### config.mk
export PLATFORM = sky130hd
export DESIGN_NAME = can_node_csr
export DESIGN_NICKNAME = d
export VERILOG_FILES = /design/src/rtl/can_csr_pkg.sv /design/src/rtl/can_csr_status_mon.sv /design/src/rtl/can_csr_halt_ctl.sv /design/src/rtl/can_csr_txmux.sv /design/src/rtl/can_node_csr.sv
export SDC_FILE = /design/constraint.sdc
export NUM_CORES = 1
export LEC_CHECK = 0
export BUFFER_PORTS_ARGS = -buffer_cell sky130_fd_sc_hd__buf_2
export CAP_MARGIN = 10
export CORE_AREA = 2 2 39 41
export CTS_CLUSTER_SIZE = 30
export DETAILED_ROUTE_END_ITERATION = 8
export DIE_AREA = 0 0 41 43
export SLEW_MARGIN = 30
export SYNTH_ARGS = -nofsm -noshare
export SYNTH_HDL_FRONTEND = slang
export SYNTH_SLANG_ARGS = --single-unit
### constraint.sdc
create_clock -name clk -period 1.91 [get_ports clk]
set_input_delay 0.191 -clock clk [delete_from_list [all_inputs] [get_ports clk]]
set_output_delay 0.191 -clock clk [all_outputs]
set_load 0.1 [all_outputs]
### src/rtl/can_csr_pkg.sv
package can_csr_pkg;
   localparam int unsigned BYTE_W = 8;
   localparam int unsigned NS_W   = 2;

   typedef enum logic [NS_W-1:0] {
      NS_ACTIVE  = 2'd0,
      NS_WARNING = 2'd1,
      NS_PASSIVE = 2'd2,
      NS_BUSOFF  = 2'd3
   } node_state_e;

   localparam int unsigned CTL_TXEN_BIT = 7;
   localparam int unsigned CTL_IE_BIT   = 2;
   localparam int unsigned CTL_HALT_BIT = 0;
   localparam int unsigned STS_FLAG_BIT = 7;
endpackage

### src/rtl/can_csr_status_mon.sv
module can_csr_status_mon
   import can_csr_pkg::*;
#(
   parameter int unsigned SYNC_STAGES = 0
) (
   input  logic            clk,
   input  logic            rst_n,
   input  logic [NS_W-1:0] status_i,
   input  logic            flag_clr_i,
   output logic [NS_W-1:0] status_o,
   output logic            flag_o,
   output logic            boff_entry_o
);
   logic [NS_W-1:0] st_s;
   logic [NS_W-1:0] st_prev;

   generate
      if (SYNC_STAGES == 0) begin : g_direct
         assign st_s = status_i;
      end else begin : g_sync
         logic [NS_W-1:0] pipe [SYNC_STAGES];
         always_ff @(posedge clk or negedge rst_n) begin
            if (!rst_n) begin
               for (int i = 0; i < SYNC_STAGES; i++) pipe[i] <= '0;
            end else begin
               pipe[0] <= status_i;
               for (int i = 1; i < SYNC_STAGES; i++) pipe[i] <= pipe[i-1];
            end
         end
         assign st_s = pipe[SYNC_STAGES-1];
      end
   endgenerate

   always_ff @(posedge clk or negedge rst_n) begin
      if (!rst_n) begin
         st_prev <= NS_ACTIVE;
         flag_o  <= 1'b0;
      end else begin
         st_prev <= st_s;
         if (st_s != st_prev)  flag_o <= 1'b1;
         else if (flag_clr_i)  flag_o <= 1'b0;
      end
   end

   assign status_o     = st_s;
   assign boff_entry_o = (st_s == NS_BUSOFF) && (st_prev != NS_BUSOFF);
endmodule

### src/rtl/can_csr_halt_ctl.sv
module can_csr_halt_ctl (
   input  logic clk,
   input  logic rst_n,
   input  logic halt_wr_i,
   input  logic halt_val_i,
   input  logic bus_off_i,
   input  logic boff_entry_i,
   output logic stopped_o
);
   logic stopped_q;
   logic armed_q;

   always_ff @(posedge clk or negedge rst_n) begin
      if (!rst_n) begin
         stopped_q <= 1'b1;
         armed_q   <= 1'b0;
      end else if (boff_entry_i) begin
         stopped_q <= 1'b1;
         armed_q   <= 1'b0;
      end else if (halt_wr_i) begin
         if (halt_val_i) begin
            stopped_q <= 1'b1;
            armed_q   <= 1'b1;
         end else if (!bus_off_i || armed_q) begin
            stopped_q <= 1'b0;
            armed_q   <= 1'b0;
         end
      end
   end

   assign stopped_o = stopped_q | boff_entry_i;
endmodule

### src/rtl/can_csr_txmux.sv
module can_csr_txmux (
   input  logic sel_engine_i,
   input  logic engine_tx_i,
   input  logic gpio_out_i,
   input  logic gpio_oe_i,
   output logic pin_o,
   output logic pin_oe_o
);
   always_comb begin
      if (sel_engine_i) begin
         pin_o    = engine_tx_i;
         pin_oe_o = 1'b1;
      end else begin
         pin_o    = gpio_out_i;
         pin_oe_o = gpio_oe_i;
      end
   end
endmodule

### src/rtl/can_node_csr.sv
module can_node_csr
   import can_csr_pkg::*;
#(
   parameter int unsigned DATA_W      = 8,
   parameter int unsigned ADDR_W      = 1,
   parameter int unsigned CTRL_ADDR   = 0,
   parameter int unsigned STAT_ADDR   = 1,
   parameter int unsigned SYNC_STAGES = 0
) (
   input  logic              clk,
   input  logic              rst_n,
   input  logic              wr_en,
   input  logic [ADDR_W-1:0] addr,
   input  logic [DATA_W-1:0] wr_data,
   output logic [DATA_W-1:0] rd_data,
   input  logic [NS_W-1:0]   node_status,
   input  logic              engine_tx,
   input  logic              gpio_out,
   input  logic              gpio_oe,
   output logic              tx_pin,
   output logic              tx_pin_oe,
   output logic              engine_enable,
   output logic              irq
);
   localparam logic [ADDR_W-1:0] CTRL_A = ADDR_W'(CTRL_ADDR);
   localparam logic [ADDR_W-1:0] STAT_A = ADDR_W'(STAT_ADDR);

   generate
      if (DATA_W != BYTE_W) begin : g_bad_width
         $error("can_node_csr: DATA_W must be 8");
      end
      if (CTRL_ADDR == STAT_ADDR) begin : g_bad_addr
         $error("can_node_csr: control and status addresses collide");
      end
      if ((CTRL_ADDR >> ADDR_W) != 0 || (STAT_ADDR >> ADDR_W) != 0) begin : g_bad_range
         $error("can_node_csr: address outside ADDR_W");
      end
   endgenerate

   logic            ctl_wr, sts_wr;
   logic            txen_q, ie_q;
   logic            stopped;
   logic            flag;
   logic            boff_entry;
   logic [NS_W-1:0] status_s;
   logic            unused_wr_bits;

   assign ctl_wr = wr_en && (addr == CTRL_A);
   assign sts_wr = wr_en && (addr == STAT_A);
   assign unused_wr_bits = ^{wr_data[6:3], wr_data[1]};

   always_ff @(posedge clk or negedge rst_n) begin
      if (!rst_n) begin
         txen_q <= 1'b0;
         ie_q   <= 1'b0;
      end else if (ctl_wr) begin
         txen_q <= wr_data[CTL_TXEN_BIT];
         ie_q   <= wr_data[CTL_IE_BIT];
      end
   end

   can_csr_status_mon #(.SYNC_STAGES(SYNC_STAGES)) u_status (
      .clk          (clk),
      .rst_n        (rst_n),
      .status_i     (node_status),
      .flag_clr_i   (sts_wr && !wr_data[STS_FLAG_BIT]),
      .status_o     (status_s),
      .flag_o       (flag),
      .boff_entry_o (boff_entry)
   );

   can_csr_halt_ctl u_halt (
      .clk          (clk),
      .rst_n        (rst_n),
      .halt_wr_i    (ctl_wr),
      .halt_val_i   (wr_data[CTL_HALT_BIT]),
      .bus_off_i    (status_s == NS_BUSOFF),
      .boff_entry_i (boff_entry),
      .stopped_o    (stopped)
   );

   can_csr_txmux u_txmux (
      .sel_engine_i (txen_q),
      .engine_tx_i  (engine_tx),
      .gpio_out_i   (gpio_out),
      .gpio_oe_i    (gpio_oe),
      .pin_o        (tx_pin),
      .pin_oe_o     (tx_pin_oe)
   );

   always_comb begin
      rd_data = '0;
      if (addr == CTRL_A) begin
         rd_data[CTL_TXEN_BIT] = txen_q;
         rd_data[CTL_IE_BIT]   = ie_q;
         rd_data[CTL_HALT_BIT] = stopped;
      end else if (addr == STAT_A) begin
         rd_data[STS_FLAG_BIT] = flag;
         rd_data[NS_W-1:0]     = status_s;
      end
   end

   assign engine_enable = !stopped;
   assign irq           = flag && ie_q;
endmodule

Yosys cells after proc, flatten, opt, wreduce, memory -nomap -nowiden
Cells that the tools add are included.
W data, S select, Z words.

storage, ports and cells
  register bits = 7
  input bits = 17

cells by class
  equal/unequal tests = 3
  muxes and demuxes = 13
  bitwise gates (word level) = 2
  reduce and logical (&&, ||, !) cells = 13

operators with widths
  cell                  count
  $mux W1               13
  $logic_and A1 B1 Y1   5
  $reduce_bool A2 Y1    2
  $logic_not A1 Y1      3
  $reduce_bool A3 Y1    1
  $eq A2 B2 Y1 const B  1
  $ne A2 B2 Y1          1
  $ne A2 B2 Y1 const B  1
  $reduce_and A2 Y1     1
  $logic_or A1 B1 Y1    1
  $not A1 Y1            1
  $or A1 B1 Y1          1

Longest topological paths before layout
Gate-level depths: netlist (run 1).

  depth after elaboration = 7
  mapped depth = 3
  mapped depth without buffers = 3

Cells and area by module
Synthesis (run 1) repeated with hierarchy kept, for this count alone.

second synthesis, totals
  cells, all modules = 41
  area, all modules = 426.7 sq um

by module, submodules not included
  module              instances  cells an instance  area each (sq um)  sequential area each (sq um)
  can_node_csr        1          20                 187.7              50.0
  can_csr_status_mon  1          11                 127.6              75.1
  can_csr_halt_ctl    1          8                  90.1               51.3
  can_csr_txmux       1          2                  21.3               0.0

Worst setup path after synthesis (run 1)
No wires, ideal clock.

  kind = reg2out
  from = reg u_status.st_prev[1]
  to = out engine_enable
  data arrival time = 1.695 ns
  required time = 1.719 ns
  path slack = 0.024 ns
  cell stages (with the launch flop) = 3
  path buffers = 0
  cells stage by stage = dfrtp_1 > a21oi_2 > nor2_1

between the ends
  cells in the longest elaborated chain, start to end = 4

ends and longest elaborated chain
  element                 line                      source
  from (decl)             can_csr_status_mon.sv:15  logic [NS_W-1:0] st_prev;
  from (signal assigned)  can_csr_status_mon.sv:39  st_prev <= st_s;
  $ne A2 B2 Y1            can_csr_status_mon.sv:46  assign boff_entry_o = (st_s == NS_BUSOFF) && (st_prev != NS_BUSOFF);
  $logic_and A1 B1 Y1     can_csr_status_mon.sv:46
  $or A1 B1 Y1            can_csr_halt_ctl.sv:31    assign stopped_o = stopped_q | boff_entry_i;
  $logic_not A1 Y1        can_node_csr.sv:103       assign engine_enable = !stopped;
  to (decl)               can_node_csr.sv:22        output logic engine_enable,

Every way passes these cells.

Final worst setup path (run 1)
  from = reg u_status.st_prev[1]
  to = out rd_data[0]

between the ends
  cells in the longest elaborated chain, start to end = 4

ends and longest elaborated chain
  element              line                      source
  $ne A2 B2 Y1         can_csr_status_mon.sv:46
  $logic_and A1 B1 Y1  can_csr_status_mon.sv:46
  $or A1 B1 Y1         can_csr_halt_ctl.sv:31
  $mux W1              can_node_csr.sv:93        if (addr == CTRL_A) begin
  to (decl)            can_node_csr.sv:15        output logic [DATA_W-1:0] rd_data,

Every way passes these cells.

==> results of run 1 <==
-- repair_timing --
item / CTS / global route
endpoints found under the hold margin: 7 / 0
resized for setup: 0 / 0
hold buffers: 1 / 0
setup endpoints to repair: 0 / 0
-- cell type report --
class / instances / area [sq um] / area share
Multi-Input combinational cell: 29 / 215 / 0.396
Sequential cell: 7 / 176 / 0.325
Timing Repair Buffer: 20 / 105 / 0.194
Clock buffer: 4 / 26.3 / 0.0484
Tap cell: 16 / 20.0 / 0.0369
-- cell families after synthesis --
group / share of synthesized area
mux: 0.128
buf+inv: 0.0732
xor+xnor: 0.0427
flops: 0.430
compound gates: 0.0793
simple gates: 0.238
other cells: 0.00914
-- sequential cells by signal (all words and copies together) (netlist names) --
name and flops:
u_status.st_prev 2, ie_q 1, txen_q 1, u_halt.armed_q 1, u_halt.stopped_q 1, u_status.flag_o 1
-- routing by layer --
| metal | wire length, um | up-vias | GRT usage |
|---|---|---|---|
| met3 | 97 | 0 | 0.0471 |
| li1 | - | 164 | - |
| met5 | 0 | - | 0 |
| met1 | 381 | 155 | 0.132 |
| met2 | 331 | 17 | 0.134 |
| met4 | 0 | 0 | 0.0800 |
-- stage by stage --
stage / cell area, sq um / total power [uW] / std cells
detailed placement: 507 / 442 / 71
floorplan: 422 / 407 / 40
finish: 543 / 574 / 76
global route: 543 / 608 / 76
CTS: 543 / 582 / 76
global placement: 507 / 440 / 71
-- path summary, 6_finish.rpt --
kind,slack [ns],end
max,0.27,rd_data[0]
min,0.11,u_status.st_prev[1]$_DFF_PN0_
max reg2reg,1.07,u_halt.stopped_q$_DFFE_PN1P_
min reg2reg,0.52,ie_q$_DFFE_PN0P_
max in group asynchronous,1.37,u_halt.stopped_q$_DFFE_PN1P_
min in group asynchronous,0.30,u_status.flag_o$_DFFE_PN0P_
-- power by group through the flow --
stage / Sequential, uW / Combinational, uW / Clock [uW]
6_report: 177 / 263 / 135
5_1_grt: 179 / 275 / 153
4_1_cts: 177 / 265 / 141
3_5_place_dp: 179 / 263 / 0
3_3_place_gp: 179 / 261 / 0
2_1_floorplan: 176 / 231 / 0
-- synth_stat cells --
cell type,count,area share
dfstp_2,1,0.064
conb_1,1,0.0091
nor2_1,1,0.0091
nand2b_4,1,0.034
nand3_1,1,0.012
a21oi_2,2,0.043
o21ai_0,1,0.012
and2b_2,1,0.021
and2_1,1,0.015
mux2_2,2,0.055
or2_2,1,0.015
o31a_2,1,0.024
nand3b_1,1,0.018
dfrtp_1,6,0.37
xnor2_1,2,0.043
and2_2,1,0.018
nand4b_1,2,0.043
buf_4,4,0.073
nand2b_1,1,0.015
mux2_4,2,0.073
nand2_1,4,0.037
==> metrics.txt, run 1 <==
status finished clean; Core Region 1380 sq um; initial antenna violation count 0; Sw Share 0.477; filler cell count 148; Post-Synthesis Cells 37; I/O pins 29; synthesized cell area 410 sq um; Die ar. 1760 sq um; share of cells above drive strength 1 0.567; DRT iter0 DRCs 5; worst vdd ir 496 uV; max cap viols 0; starting density of the core 0.297; Post-Syn Area per Cell 11.1 sq um; final hold violations 0; row cnt 14; Setup crit end kind primary output; CP Depth 3; final HPWL from detailed placement 639 um; r2r worst-path depth 2; class of the worst hold path primary input to flip-flop; Max Slew Vio Count 0; CTS Buffer Depth 2; Final nets 78; worst path cell trace a21oi_2, o31a_2, buf_2; Routed WL 809 um; setup TNS 0 ns; final number of setup-violating endpoints 0; worst hold stages 1; Critical R2R Launch u_status.st_prev[1]$_DFF_PN0_; ant diodes 0; Total Routing Usage GR 0.105; fmax 0.611 GHz; Area Growth Syn to Fin 32.3%; min cycle time layout 1.64 ns; crit-path max FO 4; min-delay src node_status[1]; Residual DRC 0; CTS tree done; synthesis-stage register bit count 7; Synth warnings 0; Startpoint Class flip-flop; sequential fraction of the synthesis area 0.430; CP bufs+invs 1; Sw Pwr 274 uW; # clock sinks 7; worst setup path class flip-flop to primary output; CTS H-tree depth 1; die height 43 um; global route overflow 0; Leak 0.000265 uW; Core Util, Final 0.392; Port Buf Inserts 19; PwrDens 1060 nW/um^2; die width 41 um; share of total power in the clock network 0.234; fin crit share 0.857; Unique masters post-synth 21; P_int 300 uW; Crit. Startpoint u_status.st_prev[1]$_DFF_PN0_; total CTS buffers 3; Post CTS Setup Buffer Count 0; largest net degree at the start of global routing 9; slowest CP cell buf_2; CP max stage delay 0.41 ns; total number of vias 336; clock skew 0.00208 ns; via/cell ratio 4.42; routed len/inst 10.6 um; DRT Pass-1 Iters 3; Comb pwr share 0.458; Post-DRT Antenna Nets 0; final setup margin 0.274 ns; CP arrival 1.44 ns; sequential power share 0.308; RePlAce Congestion 0.756; clk_lat worst skew 0.25 ns; most frequent cells in the layout 19 x buf_2, 6 x dfrtp_1, 4 x nand2_1, 4 x conb_1, 3 x clkbuf_4; first-pass GRT wire length 1160 um; most common cell after layout, fill and taps aside buf_2; CP required 1.72 ns; clock-pin slew on the worst setup and hold paths 0.05 ns; unrepaired setup endpoints after global routing false; Post-Place Setup Slack 0.550 ns; CTS root buf clkbuf_4; hold_ws 0.115 ns; delay-heaviest family, CP buffers and inverters; number of global-route vias before repair 277
(Power assumes the default switching activity.)
==> run 2, diff against run 1 <==
--- a/config.mk
+++ b/config.mk
@@ -11,6 +11,7 @@
 export CTS_CLUSTER_SIZE = 30
 export DETAILED_ROUTE_END_ITERATION = 8
 export DIE_AREA = 0 0 41 43
+export GPL_TIMING_DRIVEN = 0
 export SLEW_MARGIN = 30
 export SYNTH_ARGS = -nofsm -noshare
 export SYNTH_HDL_FRONTEND = slang
==> metrics.txt, run 2 (same netlist as run 1, synthesis figures left out) <==
CP bufs+invs 1 (unchanged); Critical R2R Launch u_status.st_prev[1]$_DFF_PN0_ (unchanged); Total Routing Usage GR 0.104 (was 0.105); class of the worst hold path primary input to flip-flop (unchanged); final hold violations 0 (unchanged); Multi-input gate area 215 sq um (unchanged); clock-pin slew on the worst setup and hold paths 0.04 ns (was 0.05 ns); clk_lat worst skew 0.25 ns (about the same); ant diodes 0 (unchanged); worst setup path class flip-flop to primary output (unchanged); Leak 0.000287 uW (was 0.000265 uW); unrepaired setup endpoints after global routing false (unchanged); final number of setup-violating endpoints 0 (unchanged); filler cell count 144 (was 148); Sw Pwr 272 uW (was 274 uW); Post CTS Setup Buffer Count 0 (unchanged); number of global-route vias before repair 278 (was 277); CP required 1.72 ns (about the same); Post-Place Setup Slack 0.533 ns (was 0.550 ns); hold_ws 0.120 ns (was 0.115 ns); status finished clean (unchanged); die width 41 um (unchanged); final setup margin 0.283 ns (was 0.274 ns); delay-heaviest family, CP buffers and inverters (unchanged); worst path cell trace a21oi_2, o31a_2, buf_2 (unchanged); max reg flops 2 (unchanged); Post-DRT Antenna Nets 0 (unchanged); Sw Share 0.471 (was 0.477); fmax 0.615 GHz (was 0.611 GHz); fin crit share 0.852 (was 0.857); max cap viols 0 (unchanged); Setup crit end kind primary output (unchanged); most flop-heavy register u_status.st_prev (unchanged); worst hold stages 1 (unchanged); total number of vias 341 (was 336); RePlAce Congestion 0.756 (about the same); die height 43 um (unchanged); Port Buf Inserts 19 (unchanged); Comb pwr share 0.466 (was 0.458); CP arrival 1.44 ns (about the same); register area 176 sq um (unchanged); Hold EP u_status.st_prev[0]$_DFF_PN0_ (was u_status.st_prev[1]$_DFF_PN0_); Residual DRC 0 (unchanged); Max Slew Vio Count 0 (unchanged); CTS Buffer Depth 2 (unchanged); CTS tree done (unchanged); sequential power share 0.307 (was 0.308); Routed WL 776 um (was 809 um); Die ar. 1760 sq um (unchanged); CTS root buf clkbuf_4 (unchanged); crit-path max FO 4 (unchanged); total CTS buffers 3 (unchanged); CTS H-tree depth 1 (unchanged); slowest CP cell buf_2 (unchanged); final HPWL from detailed placement 628 um (was 639 um); Final nets 82 (was 78); most frequent cells in the layout 19 x buf_2, 6 x dfrtp_1, 4 x nand2_1, 4 x buf_4, 4 x conb_1 (was 19 x buf_2, 6 x dfrtp_1, 4 x nand2_1, 4 x conb_1, 3 x clkbuf_4); I/O pins 29 (unchanged); PwrDens 1010 nW/um^2 (was 1060 nW/um^2); most common cell after layout, fill and taps aside buf_2 (unchanged); row cnt 14 (unchanged); CP max stage delay 0.41 ns (about the same); initial antenna violation count 0 (unchanged); first-pass GRT wire length 1140 um (was 1160 um); min-delay src node_status[0] (was node_status[1]); worst vdd ir 462 uV (was 496 uV); clock skew 0.00778 ns (was 0.00208 ns); largest net degree at the start of global routing 9 (unchanged); share of cells above drive strength 1 0.594 (was 0.567); Reg-to-Reg End u_halt.stopped_q$_DFFE_PN1P_ (unchanged); starting density of the core 0.297 (unchanged); routed len/inst 9.70 um (was 10.6 um); share of total power in the clock network 0.228 (was 0.234); Core Region 1380 sq um (unchanged); r2r worst-path depth 2 (unchanged); min cycle time layout 1.63 ns (was 1.64 ns); global route overflow 0 (unchanged); # clock sinks 7 (unchanged); DRT iter0 DRCs 2 (was 5); Startpoint Class flip-flop (unchanged); Area Growth Syn to Fin 39.6% (was 32.3%); DRT Pass-1 Iters 3 (unchanged); setup TNS 0 ns (unchanged); R2R Setup Slk 1.07 ns (about the same); P_int 306 uW (was 300 uW); via/cell ratio 4.26 (was 4.42)
[run 2: changes by cell type in the layout (fill, tap and decap cells not counted), sizes merged]
cell / delta
buf: +4
[run 2: per-layer routing]
| layer | up-vias | GRT usage | routed length, um |
|---|---|---|---|
| met5 | - | 0 | 0 |
| met4 | 0 | 0.0200 | 0 |
| met3 | 0 | 0.0995 | 118 |
| met2 | 20 | 0.144 | 324 |
| met1 | 148 | 0.116 | 332 |
| li1 | 173 | - | - |
[run 2: worst max-delay path by stage]
| stage | from | to | depth (start not counted) |
|---|---|---|---|
| 6_report | u_status.st_prev[1]$_DFF_PN0_ | rd_data[0] | 3 |
| 5_1_grt | u_status.st_prev[1]$_DFF_PN0_ | rd_data[0] | 3 |
| 4_1_cts | u_status.st_prev[1]$_DFF_PN0_ | rd_data[0] | 3 |
| 3_5_place_dp | u_status.st_prev[1]$_DFF_PN0_ | rd_data[0] | 3 |
| 3_3_place_gp | u_status.st_prev[1]$_DFF_PN0_ | rd_data[0] | 3 |
| 2_1_floorplan | u_status.st_prev[1]$_DFF_PN0_ | engine_enable | 2 |
[run 2: what timing repair did]
| action | in CTS | in global routing |
|---|---|---|
| hold endpoints to repair | 7 | 0 |
| gates resized for setup | 0 | 0 |
| hold buffers | 1 | 0 |
[run 2: power groups by stage]
stage	Sequential [uW]	Combinational (uW)	Clock (uW)
detailed placement	179	268	0
floorplan	176	231	0
global placement	179	267	0
global route	179	283	150
finish	177	269	131
CTS	177	270	140
[run 2: layout make-up]
cell class	count	area share
plain buffers	4	0.0524
well taps	16	0.0349
repair buffers	20	0.183
multi-input cells	29	0.376
flip-flops and latches	7	0.308
clock buffers	4	0.0459
[run 2: worst register-to-register path, cell delays in order (launching register included)]
cell and delay [ns]:
dfrtp_1 0.40, a21oi_2 0.23, nand4b_1 0.15
[run 2: stage by stage]
| stage | instances | util | total power [uW] | cell area (sq um) |
|---|---|---|---|---|
| global placement | 75 | 0.388 | 446 | 537 |
| global route | 80 | 0.414 | 612 | 573 |
| CTS | 80 | 0.414 | 588 | 573 |
| finish | 80 | 0.414 | 578 | 573 |
| detailed placement | 75 | 0.388 | 448 | 537 |
| floorplan | 40 | - | 407 | 422 |
==> run 3, diff against run 2 <==
--- a/config.mk
+++ b/config.mk
@@ -5,6 +5,7 @@
 export SDC_FILE = /design/constraint.sdc
 export NUM_CORES = 1
 export LEC_CHECK = 0
+export ABC_AREA = 1
 export BUFFER_PORTS_ARGS = -buffer_cell sky130_fd_sc_hd__buf_2
 export CAP_MARGIN = 10
 export CORE_AREA = 2 2 39 41
@@ -12,6 +13,7 @@
 export DETAILED_ROUTE_END_ITERATION = 8
 export DIE_AREA = 0 0 41 43
 export GPL_TIMING_DRIVEN = 0
+export PLACE_DENSITY = 0.66
 export SLEW_MARGIN = 30
 export SYNTH_ARGS = -nofsm -noshare
 export SYNTH_HDL_FRONTEND = slang
==> metrics.txt, run 3 <==
die height 43 um (unchanged); most flop-heavy register u_status.st_prev (unchanged); total number of vias 431 (was 341); number of synthesized flops with an enable pin 0 (unchanged); Startpoint Class flip-flop (unchanged); Total Routing Usage GR 0.116 (was 0.104); ys async rst share 1.00 (unchanged); final hold violations 0 (unchanged); Max Used Layer met4 (was met3); Post-Syn Area per Cell 7.01 sq um (was 11.1 sq um); number of global-route vias before repair 339 (was 278); class of the worst hold path primary input to flip-flop (unchanged); Final nets 108 (was 82); routed len/inst 7.75 um (was 9.70 um); min cycle time layout 1.60 ns (was 1.63 ns); starting density of the core 0.319 (was 0.297); count leader, synth nand2_1 (was dfrtp_1); Core Region 1380 sq um (unchanged); Area Growth Syn to Fin 37.7% (was 39.6%); most common cell after layout, fill and taps aside nand2_1 (was buf_2); via/cell ratio 4.07 (was 4.26); status finished clean (unchanged); fmax 0.627 GHz (was 0.615 GHz); Synth warnings 0 (unchanged); wl on met1 389 um (was 332 um); Max Slew Vio Count 0 (unchanged); row cnt 14 (unchanged); Port Buf Inserts 19 (unchanged); RePlAce Congestion 0.717 (was 0.756); total CTS buffers 3 (unchanged); CTS tree done (unchanged); Post-Synthesis Cells 63 (was 37); Routed WL 822 um (was 776 um); final HPWL from detailed placement 691 um (was 628 um); share of the synthesized area in the top cell type 0.340 (was 0.366); post_cts resized 0 (unchanged); clk_lat worst skew 0.26 ns (was 0.25 ns); largest net degree at the start of global routing 8 (was 9); setup TNS 0 ns (unchanged); CTS root buf clkbuf_4 (unchanged); ys flop type dfrtp_1 (unchanged); Residual DRC 0 (unchanged); met2 wire length 306 um (was 324 um); dominant cells by area after synthesis dfrtp_1 34%, nand2_1 20%, inv_1 9.3% (was dfrtp_1 37%, buf_4 7.3%, mux2_4 7.3%); CTS Buffer Depth 2 (unchanged); Post-synth top cells 24 x nand2_1, 11 x inv_1, 6 x dfrtp_1 (was 6 x dfrtp_1, 4 x buf_4, 4 x nand2_1); die width 41 um (unchanged); final number of setup-violating endpoints 0 (unchanged); cell taking the most area after synthesis dfrtp_1 (unchanged); global route overflow 0 (unchanged); I/O pins 29 (unchanged); synthesized cell area 442 sq um (was 410 sq um); DRT Pass-1 Iters 4 (was 3); max cap viols 0 (unchanged); most frequent cells in the layout 24 x nand2_1, 19 x buf_2, 11 x inv_1 (was 19 x buf_2, 6 x dfrtp_1, 4 x nand2_1, 4 x buf_4, 4 x conb_1); Die ar. 1760 sq um (unchanged); share of cells above drive strength 1 0.400 (was 0.594); synthesis-stage register bit count 7 (unchanged); max reg flops 2 (unchanged); Setup crit end kind primary output (unchanged); CP arrival 1.40 ns (was 1.44 ns); first-pass GRT wire length 1330 um (was 1140 um); worst setup path class flip-flop to primary output (unchanged); routed wl met3 109 um (was 118 um); Unique masters post-synth 18 (was 21); sequential fraction of the synthesis area 0.399 (was 0.430); PwrDens 947 nW/um^2 (was 1010 nW/um^2); Leak 0.000391 uW (was 0.000287 uW); CTS H-tree depth 1 (unchanged); fin crit share 0.835 (was 0.852); clock skew 0.000597 ns (was 0.00778 ns); unrepaired setup endpoints after global routing false (unchanged); Post-DRT Antenna Nets 0 (unchanged); CP required 1.72 ns (about the same); crit-path max FO 2 (was 4); # clock sinks 7 (unchanged); hold_ws 0.0926 ns (was 0.120 ns); clock-pin slew on the worst setup and hold paths 0.05 ns (was 0.04 ns); DRT iter0 DRCs 10 (was 2); ant diodes 0 (unchanged); worst vdd ir 312 uV (was 462 uV); initial antenna violation count 0 (unchanged)
[run 3: cell types whose count changed after synthesis, moves of 2 or more]
cell      change
nand2_2       +2
nand2_1      +20
nand4b_1      -2
inv_1        +11
nor2_1        +2
xnor2_1       -2
a21oi_2       -2
mux2_2        -2
mux2_4        -2
[run 3: per-stage QoR]
| stage | cell area (sq um) | setup slack, ns | utilization | instances | power, uW |
|---|---|---|---|---|---|
| after floorplan | 457 | 0.0850 | - | 66 | 397 |
| after global placement | 572 | 0.582 | 0.413 | 101 | 437 |
| after detailed placement | 572 | 0.589 | 0.413 | 101 | 439 |
| after CTS | 608 | 0.306 | 0.439 | 106 | 580 |
| after global routing | 608 | 0.231 | 0.439 | 106 | 608 |
| final | 608 | 0.315 | 0.439 | 106 | 576 |
[run 3: critical path: stages, from the launching register on]
cell and delay, ns:
dfstp_2 0.53, inv_1 0.04, nand2_1 0.07, nand2_1 0.05, nand2_1 0.05, buf_2 0.41
[run 3: what timing repair did]
action,in CTS,in global routing
endpoints found under the hold margin,7,0
setup buffers,0,0
hold buffers,1,0
[run 3: path summary, 6_finish.rpt]
kind                                                from                       endpoint  slack (ns)  cells after the start
hold / removal                            node_status[1]  u_status.st_prev[1]$_DFF_PN0_        0.09                      1
hold reg to reg             u_halt.stopped_q$_DFFE_PN1P_   u_halt.stopped_q$_DFFE_PN1P_        0.46                      2
min in group asynchronous                          rst_n     u_halt.armed_q$_DFFE_PN0P_        0.29                      2
setup / recovery            u_halt.stopped_q$_DFFE_PN1P_                     rd_data[0]        0.31                      5
max in group asynchronous                          rst_n   u_halt.stopped_q$_DFFE_PN1P_        1.39                      2
setup reg to reg           u_status.st_prev[1]$_DFF_PN0_     u_halt.armed_q$_DFFE_PN0P_        1.10                      3
[run 3: kinds of logic after synthesis]
logic type | synth area share
buffers and inverters | 0.184
AO/OA/AOI/OAI | 0.0680
AND/OR/NAND/NOR | 0.320
XOR/XNOR | 0.0198
other | 0.00849
flip-flops | 0.399
[run 3: final cells by class]
type,instances,area [sq um]
Fill cell,147,776
Inverter,13,51.3
Timing Repair Buffer,20,105
Clock buffer,4,26.3
Sequential cell,7,176
Multi-Input combinational cell,42,199
Tap cell,16,20.0
Buffer,4,30.0
[run 3: layer usage]
metal | vias up | track usage
met4 | 0 | 0.0800
met1 | 172 | 0.144
met5 | - | 0
met3 | 2 | 0.0366
met2 | 25 | 0.163
li1 | 232 | -
[run 3: report_power, final]
group	internal, uW	switching [uW]	leakage [uW]
combinational	49.4	215	0.000296
clock	80.0	59.1	0.0000150
sequential	164	8.23	0.0000806
